--- src/rtl/flash_cmd_pkg.sv ---
package flash_cmd_pkg;

  localparam logic [7:0] CMD_PROG      = 8'hA0;
  localparam logic [7:0] CMD_ERASE     = 8'h80;
  localparam logic [7:0] CMD_AUTOSEL   = 8'h90;
  localparam logic [7:0] CMD_BLK_CONF  = 8'h30;
  localparam logic [7:0] CMD_CHIP_CONF = 8'h10;
  localparam logic [7:0] CMD_SUSP      = 8'hB0;
  localparam logic [7:0] CMD_RESUME    = 8'h30;

  typedef enum logic [2:0] {
    SEQ_IDLE,
    SEQ_UNL2,
    SEQ_CMD,
    SEQ_PROG,
    SEQ_EUNL1,
    SEQ_EUNL2,
    SEQ_CONF
  } seq_st_e;

  typedef enum logic [1:0] {
    RD_ARRAY  = 2'd0,
    RD_SIGN   = 2'd1,
    RD_STATUS = 2'd2
  } rd_mode_e;

  typedef struct packed {
    logic prog;
    logic blk;
    logic chip;
    logic sign;
    logic abort;
    logic susp;
    logic resume;
  } seq_ev_t;

endpackage

--- src/rtl/flash_code_match.sv ---
module flash_code_match #(
  parameter int                 CMP_W      = 11,
  parameter int                 DATA_W     = 8,
  parameter logic [CMP_W-1:0]   MATCH_ADDR = '0,
  parameter logic [DATA_W-1:0]  MATCH_DATA = '0
) (
  input  logic [CMP_W-1:0]  addr_i,
  input  logic [DATA_W-1:0] data_i,
  output logic              hit_o
);

  assign hit_o = (addr_i == MATCH_ADDR) && (data_i == MATCH_DATA);

endmodule

--- src/rtl/flash_seq_fsm.sv ---
module flash_seq_fsm
  import flash_cmd_pkg::*;
(
  input  logic      clk_i,
  input  logic      rst_ni,
  input  logic      clr_i,
  input  logic      wr_i,
  input  logic [7:0] cmd_i,
  input  logic [2:0] hit_i,       // [0] unlock A, [1] unlock B, [2] chip confirm
  input  logic      busy_i,
  input  logic      can_susp_i,
  input  logic      suspended_i,
  output seq_ev_t   ev_o,
  output seq_st_e   st_o
);

  seq_st_e st_q, st_d;
  seq_ev_t ev;

  always_comb begin
    ev   = '0;
    st_d = st_q;
    if (wr_i && !clr_i) begin
      if (st_q == SEQ_IDLE && cmd_i == CMD_SUSP && can_susp_i) begin
        ev.susp = 1'b1;
      end else if (!busy_i) begin
        if (st_q == SEQ_IDLE && cmd_i == CMD_RESUME && suspended_i) begin
          ev.resume = 1'b1;
        end else begin
          unique case (st_q)
            SEQ_IDLE:  if (hit_i[0]) st_d = SEQ_UNL2;  else ev.abort = 1'b1;
            SEQ_UNL2:  if (hit_i[1]) st_d = SEQ_CMD;   else ev.abort = 1'b1;
            SEQ_CMD: begin
              if (cmd_i == CMD_PROG) st_d = SEQ_PROG;
              else if (cmd_i == CMD_ERASE && !suspended_i) st_d = SEQ_EUNL1;
              else if (cmd_i == CMD_AUTOSEL) begin
                ev.sign = 1'b1;
                st_d    = SEQ_IDLE;
              end else ev.abort = 1'b1;
            end
            SEQ_PROG: begin
              ev.prog = 1'b1;
              st_d    = SEQ_IDLE;
            end
            SEQ_EUNL1: if (hit_i[0]) st_d = SEQ_EUNL2; else ev.abort = 1'b1;
            SEQ_EUNL2: if (hit_i[1]) st_d = SEQ_CONF;  else ev.abort = 1'b1;
            SEQ_CONF: begin
              st_d = SEQ_IDLE;
              if (cmd_i == CMD_BLK_CONF) ev.blk = 1'b1;
              else if (hit_i[2])         ev.chip = 1'b1;
              else                       ev.abort = 1'b1;
            end
            default: ev.abort = 1'b1;
          endcase
          if (ev.abort) st_d = SEQ_IDLE;
        end
      end
    end
    if (clr_i) st_d = SEQ_IDLE;
  end

  always_ff @(posedge clk_i or negedge rst_ni) begin
    if (!rst_ni) st_q <= SEQ_IDLE;
    else         st_q <= st_d;
  end

  assign ev_o = ev;
  assign st_o = st_q;


  first_unlock_chk: assert property (@(posedge clk_i) disable iff (!rst_ni)
    (st_q == SEQ_IDLE && wr_i && !busy_i && !hit_i[0] && !clr_i) |=> st_q == SEQ_IDLE);

endmodule

--- src/rtl/flash_op_track.sv ---
module flash_op_track
  import flash_cmd_pkg::*;
#(
  parameter int ADDR_W = 16,
  parameter int DATA_W = 8
) (
  input  logic              clk_i,
  input  logic              rst_ni,
  input  logic              clr_i,
  input  seq_ev_t           ev_i,
  input  logic              done_i,
  input  logic [ADDR_W-1:0] addr_i,
  input  logic [DATA_W-1:0] data_i,
  output logic              prog_req_o,
  output logic              erase_req_o,
  output logic              erase_chip_o,
  output logic              susp_req_o,
  output logic              resume_req_o,
  output logic [ADDR_W-1:0] op_addr_o,
  output logic [DATA_W-1:0] op_data_o,
  output logic              suspended_o,
  output logic              can_susp_o,
  output rd_mode_e          rd_mode_o
);

  logic prog_act_q, blk_act_q, chip_act_q, susp_q, sign_q;
  logic running;

  always_ff @(posedge clk_i or negedge rst_ni) begin
    if (!rst_ni) begin
      prog_act_q   <= 1'b0;
      blk_act_q    <= 1'b0;
      chip_act_q   <= 1'b0;
      susp_q       <= 1'b0;
      sign_q       <= 1'b0;
      prog_req_o   <= 1'b0;
      erase_req_o  <= 1'b0;
      erase_chip_o <= 1'b0;
      susp_req_o   <= 1'b0;
      resume_req_o <= 1'b0;
      op_addr_o    <= '0;
      op_data_o    <= '0;
    end else if (clr_i) begin
      prog_act_q   <= 1'b0;
      blk_act_q    <= 1'b0;
      chip_act_q   <= 1'b0;
      susp_q       <= 1'b0;
      sign_q       <= 1'b0;
      prog_req_o   <= 1'b0;
      erase_req_o  <= 1'b0;
      susp_req_o   <= 1'b0;
      resume_req_o <= 1'b0;
    end else begin
      prog_req_o   <= ev_i.prog;
      erase_req_o  <= ev_i.blk | ev_i.chip;
      susp_req_o   <= ev_i.susp & ~done_i;
      resume_req_o <= ev_i.resume;
      if (done_i) begin
        sign_q <= 1'b0;
        if (prog_act_q)                 prog_act_q <= 1'b0;
        else if (chip_act_q)            chip_act_q <= 1'b0;
        else if (blk_act_q && !susp_q)  blk_act_q  <= 1'b0;
      end
      if (ev_i.prog) begin
        prog_act_q <= 1'b1;
        op_addr_o  <= addr_i;
        op_data_o  <= data_i;
        sign_q     <= 1'b0;
      end
      if (ev_i.blk || ev_i.chip) begin
        blk_act_q    <= ev_i.blk;
        chip_act_q   <= ev_i.chip;
        erase_chip_o <= ev_i.chip;
        op_addr_o    <= addr_i;
        sign_q       <= 1'b0;
      end
      if (ev_i.susp && !done_i) begin
        susp_q <= 1'b1;
        sign_q <= 1'b0;
      end
      if (ev_i.resume) begin
        susp_q <= 1'b0;
        sign_q <= 1'b0;
      end
      if (ev_i.sign)  sign_q <= 1'b1;
      if (ev_i.abort) sign_q <= 1'b0;
    end
  end

  assign running     = prog_act_q | chip_act_q | (blk_act_q & ~susp_q);
  assign rd_mode_o   = running ? RD_STATUS : (sign_q ? RD_SIGN : RD_ARRAY);
  assign suspended_o = susp_q;
  assign can_susp_o  = blk_act_q & ~susp_q;


  req_onehot_chk: assert property (@(posedge clk_i) disable iff (!rst_ni)
    $onehot0({prog_req_o, erase_req_o, susp_req_o, resume_req_o}));


  susp_blk_only_chk: assert property (@(posedge clk_i) disable iff (!rst_ni)
    $rose(susp_q) |-> (blk_act_q && !chip_act_q));


  resume_status_chk: assert property (@(posedge clk_i) disable iff (!rst_ni)
    resume_req_o |-> (!susp_q && rd_mode_o == RD_STATUS));

endmodule

--- src/rtl/flash_cmd_decoder.sv ---
module flash_cmd_decoder
  import flash_cmd_pkg::*;
#(
  parameter int               ADDR_W        = 16,
  parameter int               DATA_W        = 8,
  parameter int               CMP_W         = 11,
  parameter logic [CMP_W-1:0] UNLOCK_ADDR_A = 11'h555,
  parameter logic [DATA_W-1:0] UNLOCK_DATA_A = 8'hAA,
  parameter logic [CMP_W-1:0] UNLOCK_ADDR_B = 11'h2AA,
  parameter logic [DATA_W-1:0] UNLOCK_DATA_B = 8'h55
) (
  input  logic              clk_i,
  input  logic              rst_ni,
  input  logic              pwr_fail_i,
  input  logic              wr_i,
  input  logic [ADDR_W-1:0] addr_i,
  input  logic [DATA_W-1:0] data_i,
  input  logic              busy_i,
  input  logic              done_i,
  output logic              prog_req_o,
  output logic              erase_req_o,
  output logic              erase_chip_o,
  output logic              susp_req_o,
  output logic              resume_req_o,
  output logic [ADDR_W-1:0] op_addr_o,
  output logic [DATA_W-1:0] op_data_o,
  output logic              suspended_o,
  output logic [1:0]        rd_mode_o
);

  localparam int N_CODES = 3;
  localparam logic [N_CODES-1:0][CMP_W-1:0] CODE_ADDR =
    {UNLOCK_ADDR_A, UNLOCK_ADDR_B, UNLOCK_ADDR_A};
  localparam logic [N_CODES-1:0][DATA_W-1:0] CODE_DATA =
    {DATA_W'(CMD_CHIP_CONF), UNLOCK_DATA_B, UNLOCK_DATA_A};

  logic [N_CODES-1:0] hit;
  seq_ev_t            ev;
  seq_st_e            seq_st;
  logic               can_susp;
  rd_mode_e           rd_mode;

  for (genvar g = 0; g < N_CODES; g++) begin : g_code
    flash_code_match #(
      .CMP_W     (CMP_W),
      .DATA_W    (DATA_W),
      .MATCH_ADDR(CODE_ADDR[g]),
      .MATCH_DATA(CODE_DATA[g])
    ) u_match (
      .addr_i(addr_i[CMP_W-1:0]),
      .data_i(data_i),
      .hit_o (hit[g])
    );
  end

  flash_seq_fsm u_fsm (
    .clk_i      (clk_i),
    .rst_ni     (rst_ni),
    .clr_i      (pwr_fail_i),
    .wr_i       (wr_i),
    .cmd_i      (data_i[7:0]),
    .hit_i      (hit),
    .busy_i     (busy_i),
    .can_susp_i (can_susp),
    .suspended_i(suspended_o),
    .ev_o       (ev),
    .st_o       (seq_st)
  );

  flash_op_track #(
    .ADDR_W(ADDR_W),
    .DATA_W(DATA_W)
  ) u_track (
    .clk_i       (clk_i),
    .rst_ni      (rst_ni),
    .clr_i       (pwr_fail_i),
    .ev_i        (ev),
    .done_i      (done_i),
    .addr_i      (addr_i),
    .data_i      (data_i),
    .prog_req_o  (prog_req_o),
    .erase_req_o (erase_req_o),
    .erase_chip_o(erase_chip_o),
    .susp_req_o  (susp_req_o),
    .resume_req_o(resume_req_o),
    .op_addr_o   (op_addr_o),
    .op_data_o   (op_data_o),
    .suspended_o (suspended_o),
    .can_susp_o  (can_susp),
    .rd_mode_o   (rd_mode)
  );

  assign rd_mode_o = rd_mode;


  no_req_when_busy_chk: assert property (@(posedge clk_i) disable iff (!rst_ni)
    (prog_req_o || erase_req_o) |-> !$past(busy_i));


  prog_after_four_chk: assert property (@(posedge clk_i) disable iff (!rst_ni)
    prog_req_o |-> $past(seq_st == SEQ_PROG));


  erase_after_six_chk: assert property (@(posedge clk_i) disable iff (!rst_ni)
    erase_req_o |-> $past(seq_st == SEQ_CONF));


  pwr_fail_chk: assert property (@(posedge clk_i) disable iff (!rst_ni)
    $past(pwr_fail_i) |-> (rd_mode_o == 2'd0 && !suspended_o && seq_st == SEQ_IDLE));

endmodule

--- config.mk ---
export PLATFORM = sky130hd
export DESIGN_NAME = flash_cmd_decoder
export DESIGN_NICKNAME = d
export VERILOG_FILES = /design/src/rtl/flash_cmd_pkg.sv /design/src/rtl/flash_code_match.sv /design/src/rtl/flash_seq_fsm.sv /design/src/rtl/flash_op_track.sv /design/src/rtl/flash_cmd_decoder.sv
export SDC_FILE = /design/constraint.sdc
export NUM_CORES = 1
export LEC_CHECK = 0
export BUFFER_PORTS_ARGS = -buffer_cell sky130_fd_sc_hd__buf_2
export CORE_MARGIN = 4
export CORE_UTILIZATION = 53
export CTS_CLUSTER_SIZE = 24
export DETAILED_ROUTE_END_ITERATION = 10
export MAX_ROUTING_LAYER = met4
export PLACE_DENSITY_LB_ADDON = 0.2
export SYNTH_ARGS = -nofsm -noshare
export SYNTH_HDL_FRONTEND = slang
export SYNTH_SLANG_ARGS = --single-unit
--- constraint.sdc ---
create_clock -name clk_i -period 2.65 [get_ports clk_i]
set_input_delay 0.53 -clock clk_i [delete_from_list [all_inputs] [get_ports clk_i]]
set_output_delay 0.53 -clock clk_i [all_outputs]
set_load 0.05 [all_outputs]
== Yosys cells after proc, flatten, opt, wreduce, memory -nomap -nowiden ==
Cells that the tools add are included.

* Register bits after elaboration: 37
* Input port bits: 30
* Output and inout port bits: 32

* Equality and inequality tests: 26
* Mux-type cells: 72
* Bitwise operators: 8
* Reductions and logical operators: 33

{| class="wikitable"
|+ Operator list
! cell !! number
|-
| 1-bit 2-to-1 mux || 47
|-
| 8-bit equality test (second input constant) || 5
|-
| 3-bit 2-to-1 mux || 13
|-
| 16-bit 2-to-1 mux || 2
|-
| 3-bit one-hot mux with 6 select lines || 1
|-
| 8-bit nonzero test || 2
|-
| 5-bit 2-to-1 mux || 3
|-
| 4-bit by 3-bit != test with 1-bit output (second input constant) || 3
|-
| 3-bit nonzero test || 4
|-
| 11-bit by 10-bit equality test with 1-bit output (second input constant) || 1
|-
| 11-bit equality test (second input constant) || 1
|-
| 1-bit logical AND || 11
|-
| 10-bit AND reduction || 1
|-
| 3-bit equality test (second input constant) || 3
|-
| 8-bit by 5-bit equality test with 1-bit output (second input constant) || 1
|-
| 8-bit by 6-bit equality test with 1-bit output (second input constant) || 1
|-
| 8-bit by 7-bit equality test with 1-bit output (second input constant) || 1
|-
| 2-bit 2-to-1 mux || 4
|-
| 2-bit AND reduction || 4
|-
| 7-bit 2-to-1 mux || 1
|-
| 3-bit by 2-bit equality test with 1-bit output (second input constant) || 2
|-
| 2-bit != test (second input constant) || 3
|-
| 3-bit != test (second input constant) || 2
|-
| 6-bit by 2-bit != test with 1-bit output (second input constant) || 1
|-
| 12 further kinds || 22
|}

== Longest topological paths before layout ==
* Word-level depth: 20
* Depth in mapped cells: 8
* Mapped depth without buffers: 6

== By module ==
Synthesis repeated with hierarchy kept, for this count alone.

* Cells, all modules: 164
* Area, all modules: 1,975.6 um2

{| class="wikitable"
|+ Modules (own cells, without submodules)
! module !! instances !! cells an instance !! area an instance (um2)
|-
| flash_op_track || 1 || 89 || 1,351.3
|-
| flash_seq_fsm || 1 || 54 || 435.4
|-
| flash_code_match at g_code[1].u_match || 1 || 6 || 71.3
|-
| flash_code_match at g_code[0].u_match || 1 || 8 || 61.3
|-
| flash_code_match at g_code[2].u_match || 1 || 7 || 56.3
|}

== Worst setup path before layout ==
OpenSTA, ideal clock, no wires.

* Path type: input to register
* Start point: input port addr_i[9]
* End point: register u_track.op_addr_o[0]
* Arrival: 2.139 ns
* Slack: 0.383 ns
* Stages on the path: 6
* Buffers on the path: 2
* Path through: or4b_1 o31ai_1 a31o_4 buf_6 buf_8 mux2_1

* Word-level cells in the longest chain between the ends: 12

{| class="wikitable"
|+ Ends and longest elaborated chain
! element !! RTL line !! text
|-
| from (decl) || flash_cmd_decoder.sv:16 || <nowiki>input logic [ADDR_W-1:0] addr_i,</nowiki>
|-
| 11-bit equality test * || flash_code_match.sv:12 || <nowiki>assign hit_o = (addr_i == MATCH_ADDR) && (data_i == MATCH_DATA);</nowiki>
|-
| 1-bit logical AND * || flash_code_match.sv:12 ||
|-
| 1-bit 2-to-1 mux * || flash_seq_fsm.sv:50 || <nowiki>else if (hit_i[2]) ev.chip = 1'b1;</nowiki>
|-
| 1-bit 2-to-1 mux * || flash_seq_fsm.sv:49 || <nowiki>if (cmd_i == CMD_BLK_CONF) ev.blk = 1'b1;</nowiki>
|-
| 2-bit 2-to-1 mux * || flash_seq_fsm.sv:30 || <nowiki>unique case (st_q)</nowiki>
|-
| 5-bit 2-to-1 mux * || flash_seq_fsm.sv:27 || <nowiki>if (st_q == SEQ_IDLE && cmd_i == CMD_RESUME && suspended_i) begin</nowiki>
|-
| 5-bit 2-to-1 mux * || flash_seq_fsm.sv:26 || <nowiki>end else if (!busy_i) begin</nowiki>
|-
| 5-bit 2-to-1 mux * || flash_seq_fsm.sv:24 || <nowiki>if (st_q == SEQ_IDLE && cmd_i == CMD_SUSP && can_susp_i) begin</nowiki>
|-
| 7-bit 2-to-1 mux * || flash_seq_fsm.sv:23 || <nowiki>if (wr_i && !clr_i) begin</nowiki>
|-
| 1-bit logical OR * || flash_op_track.sv:70 || <nowiki>if (ev_i.blk || ev_i.chip) begin</nowiki>
|-
| 2-bit nonzero test (no source line) || - ||
|-
| 2-bit AND reduction (no source line) || - ||
|-
| to (signal assigned) || flash_op_track.sv:66 || <nowiki>op_addr_o <= addr_i;</nowiki>
|-
| to (signal assigned) || flash_op_track.sv:74 || <nowiki>op_addr_o <= addr_i;</nowiki>
|-
| to (decl) || flash_op_track.sv:19 || <nowiki>output logic [ADDR_W-1:0] op_addr_o,</nowiki>
|}

Every way passes the cells marked *; elsewhere a longest branch is shown, timed or not.
A chain may end at the register's enable or synchronous reset.

== Worst setup path in the final report ==
* Start point: input port addr_i[9]
* End point: register u_track.op_addr_o[11]

Same word-level chain as after synthesis.

==> impl_metrics.py <==
metrics = {
    "run_status": {
        "status": "complete, no violations",
    },
    "route": {
        "drc": 0,
        "vias": 1564,
        "drt-pass1-iter-count": 4,
        "routed_wl_mm": 4.100,
        "wl_per_cell_um": 14.64,
        "drt_iter0_drc": 93,
        "via_per_inst": 5.586,
        "antenna_left": 0,
    },
    "floorplanning": {
        "io-pin-count": 62,
        "core_area_mm2": 0.003337,
        "die_y_um": 66.93,
        "initial_utilization_pct": 55.16,
        "rows": 21,
        "dieArea_mm2": 0.004480,
        "die_x_um": 66.93,
    },
    "sta": {
        "drv_slew": 0,
        "finalCritPeriodShare_pct": 79.14,
        "worst_slew_pin_slew_ns": 0.7884,
        "hold_viol": 0,
        "finalSetupTns_ns": 0,
        "report.final.setup_viol": 0,
        "finalCriticalPeriod_ns": 2.097,
        "rsz0062_at_grt": "no",
        "worst_clock_skew_ns": 0.006849,
        "holdWs_ns": 0.2721,
        "maxSlewHeadroom_pct": 47.44,
        "max_freq_ghz": 0.4768,
    },
    "cts": {
        "clk_latency_ns": 0.33,
        "clk_pin_slew_worst_paths_ns": 0.10,
        "post-cts-setup-buffer-count": 0,
        "clock-sinks": 37,
        "clock-root-buffer": "clkbuf_4",
        "ctsResizeCount": 0,
        "clock_path_buffers": 2,
        "cts_hold_buf": 0,
        "cts_tree": "done",
        "h-tree-depth": 2,
        "cts_buffers": 5,
    },
    "logic_synthesis": {
        "async_reset_ff_share_pct": 100.0,
        "ys_types": 51,
        "ys_dominant_reg_cell": "dfrtp_1",
        "synth-seq-cells": 37,
        "syn_nets": 203,
        "ys_warn_count": 0,
        "synth_cells": 173,
        "synth_edf_count": 0,
        "ys_seq_area_share_pct": 50.31,
        "synth_area_mm2": 0.001841,
        "syn_avg_cell_area_um2": 10.64,
    },
    "placed_design": {
        "gp_congestion": 0.9126,
        "io_buffer_count": 61,
        "dp_hpwl_mm": 3.170,
        "place_area_mm2": 0.002165,
    },
    "layout": {
        "mostFrequentLayoutCells": "buf_2, dfrtp_1, nand2_1",
        "area_growth_syn_to_layout_pct": 19.92,
        "layout.nets": 265,
        "top_register": "u_track.op_addr_o",
        "fill_cells": 301,
        "fin_util_pct": 66.14,
        "final_common_cell": "buf_2",
        "drive_gt1_share_pct": 32.05,
        "largest_reg_flops": 16,
        "diodes": 0,
        "postLayoutCellArea_mm2": 0.002207,
    },
    "pwr": {
        "max-vdd-ir-drop_mv": 0.3342,
        "cellLeakagePower_nw": 1.156,
        "power_per_cell_area_mw_per_mm2": 433.0,
        "switching_share_pct": 26.54,
        "p_switching_uw": 253.6,
        "clkPwrFrac_pct": 27.0,
        "power.total_uw": 955.6,
        "pwr-share-seq_pct": 60.5,
        "combPwrFrac_pct": 12.5,
        "p_int_uw": 702.0,
    },
    "global_route": {
        "antenna_found_initial": 0,
        "grt-ovfl-total": 0,
        "grt_pass1_wl_mm": 6.741,
        "grt_usage_pct": 20.59,
        "grt_max_degree": 38,
        "grt_pass1_vias": 1453,
    },
    "worst_setup_path": {
        "cp_data_arrival_time_ns": 2.32,
        "end_kind": "register",
        "required_ns": 2.87,
        "start_kind": "primary input",
        "path_max_fanout": 17,
        "path_class": "primary input to register",
    },
    "run": {
        "cap_violations": 0,
    },
    "hold_path": {
        "hp-class": "primary input to asynchronous set/reset pin",
    },
}
[power groups by stage]
stage / Combinational (mW) / Clock (mW) / Sequential (mW)
2_1_floorplan: 0.0265 / 0 / 0.623
3_3_place_gp: 0.120 / 0 / 0.589
3_5_place_dp: 0.121 / 0 / 0.589
4_1_cts: 0.121 / 0.269 / 0.578
5_1_grt: 0.131 / 0.292 / 0.579
6_report: 0.120 / 0.258 / 0.578
[final cells by class]
cell class                 instances  area [um2]  share of cell area [%]
tap                               46       57.56                   2.608
inverter                           8       35.03                   1.587
timing repair buffer              63       320.3                   14.51
clock inverter                     1       5.005                  0.2268
clock buffer                       5       37.54                   1.701
sequential                        37       925.9                   41.95
multi-input combinational        120       825.8                   37.41
[routing by layer]
| layer | GRT usage [%] | part of all wire, % | vias to the layer above |
|---|---|---|---|
| met1 | 26.55 | 44 | 751 |
| li1 | - | - | 753 |
| met5 | - | 0 | - |
| met3 | 6.071 | 6.8 | 5 |
| met2 | 31.56 | 48 | 55 |
| met4 | 5.823 | 1.1 | 0 |
[worst max-delay path, stage by stage]
cell and delay, ns:
buf_2 0.11, or4b_1 0.53, o31ai_1 0.42, a31o_4 0.37, mux2_1 0.35
[cells by family after synthesis]
logic type,Yosys count,synth area share [%]
flip-flops,37,50.31
multiplexers,17,10.40
XOR/XNOR,1,0.4760
AO/OA/AOI/OAI,25,10.33
AND/OR/NAND/NOR,77,23.66
buffers and inverters,16,4.826
[worst paths after layout]
kind | start | to | slack (ns) | cells after the start
max | addr_i[9] | u_track.op_addr_o[11] | 0.55 | 5
max in group asynchronous | rst_ni | u_track.blk_act_q | 1.89 | 1
max reg2reg | u_fsm.st_o[0] | u_fsm.st_o[0] | 0.61 | 4
min in group clk_i | addr_i[12] | u_track.op_addr_o[12] | 0.41 | 2
min reg2reg | u_track.op_data_o[7] | u_track.op_data_o[7] | 0.48 | 2
min | rst_ni | u_track.erase_chip_o | 0.27 | 1
[synthesized netlist by cell type, types with 2 or more instances]
cell	count	area share (%)
dfrtp_1	37	50
o21a_1	2	0.82
mux2_1	16	9.8
o31ai_1	4	1.6
a311o_1	2	1.1
a21oi_1	2	0.54
and3_1	3	1.0
nand3b_1	2	0.82
o21ai_1	4	1.1
nor4bb_1	2	1.1
or3_1	2	0.68
nor3b_1	2	0.82
nor3_1	4	1.1
a22oi_1	2	0.82
clkbuf_1	4	0.82
nand4_1	3	1.0
nand2_1	32	6.5
inv_1	7	1.4
nor4_1	4	1.4
nand4b_1	2	0.95
nor4b_1	3	1.4
nor2_1	5	1.0
[metrics by stage]
step,std cells,setup slack (ns)
floorplan,173,0.3833
global placement,274,0.2885
detailed placement,274,0.1987
CTS,280,0.5725
global route,280,0.4726
finish,280,0.5527
(Power assumes the default switching activity.)
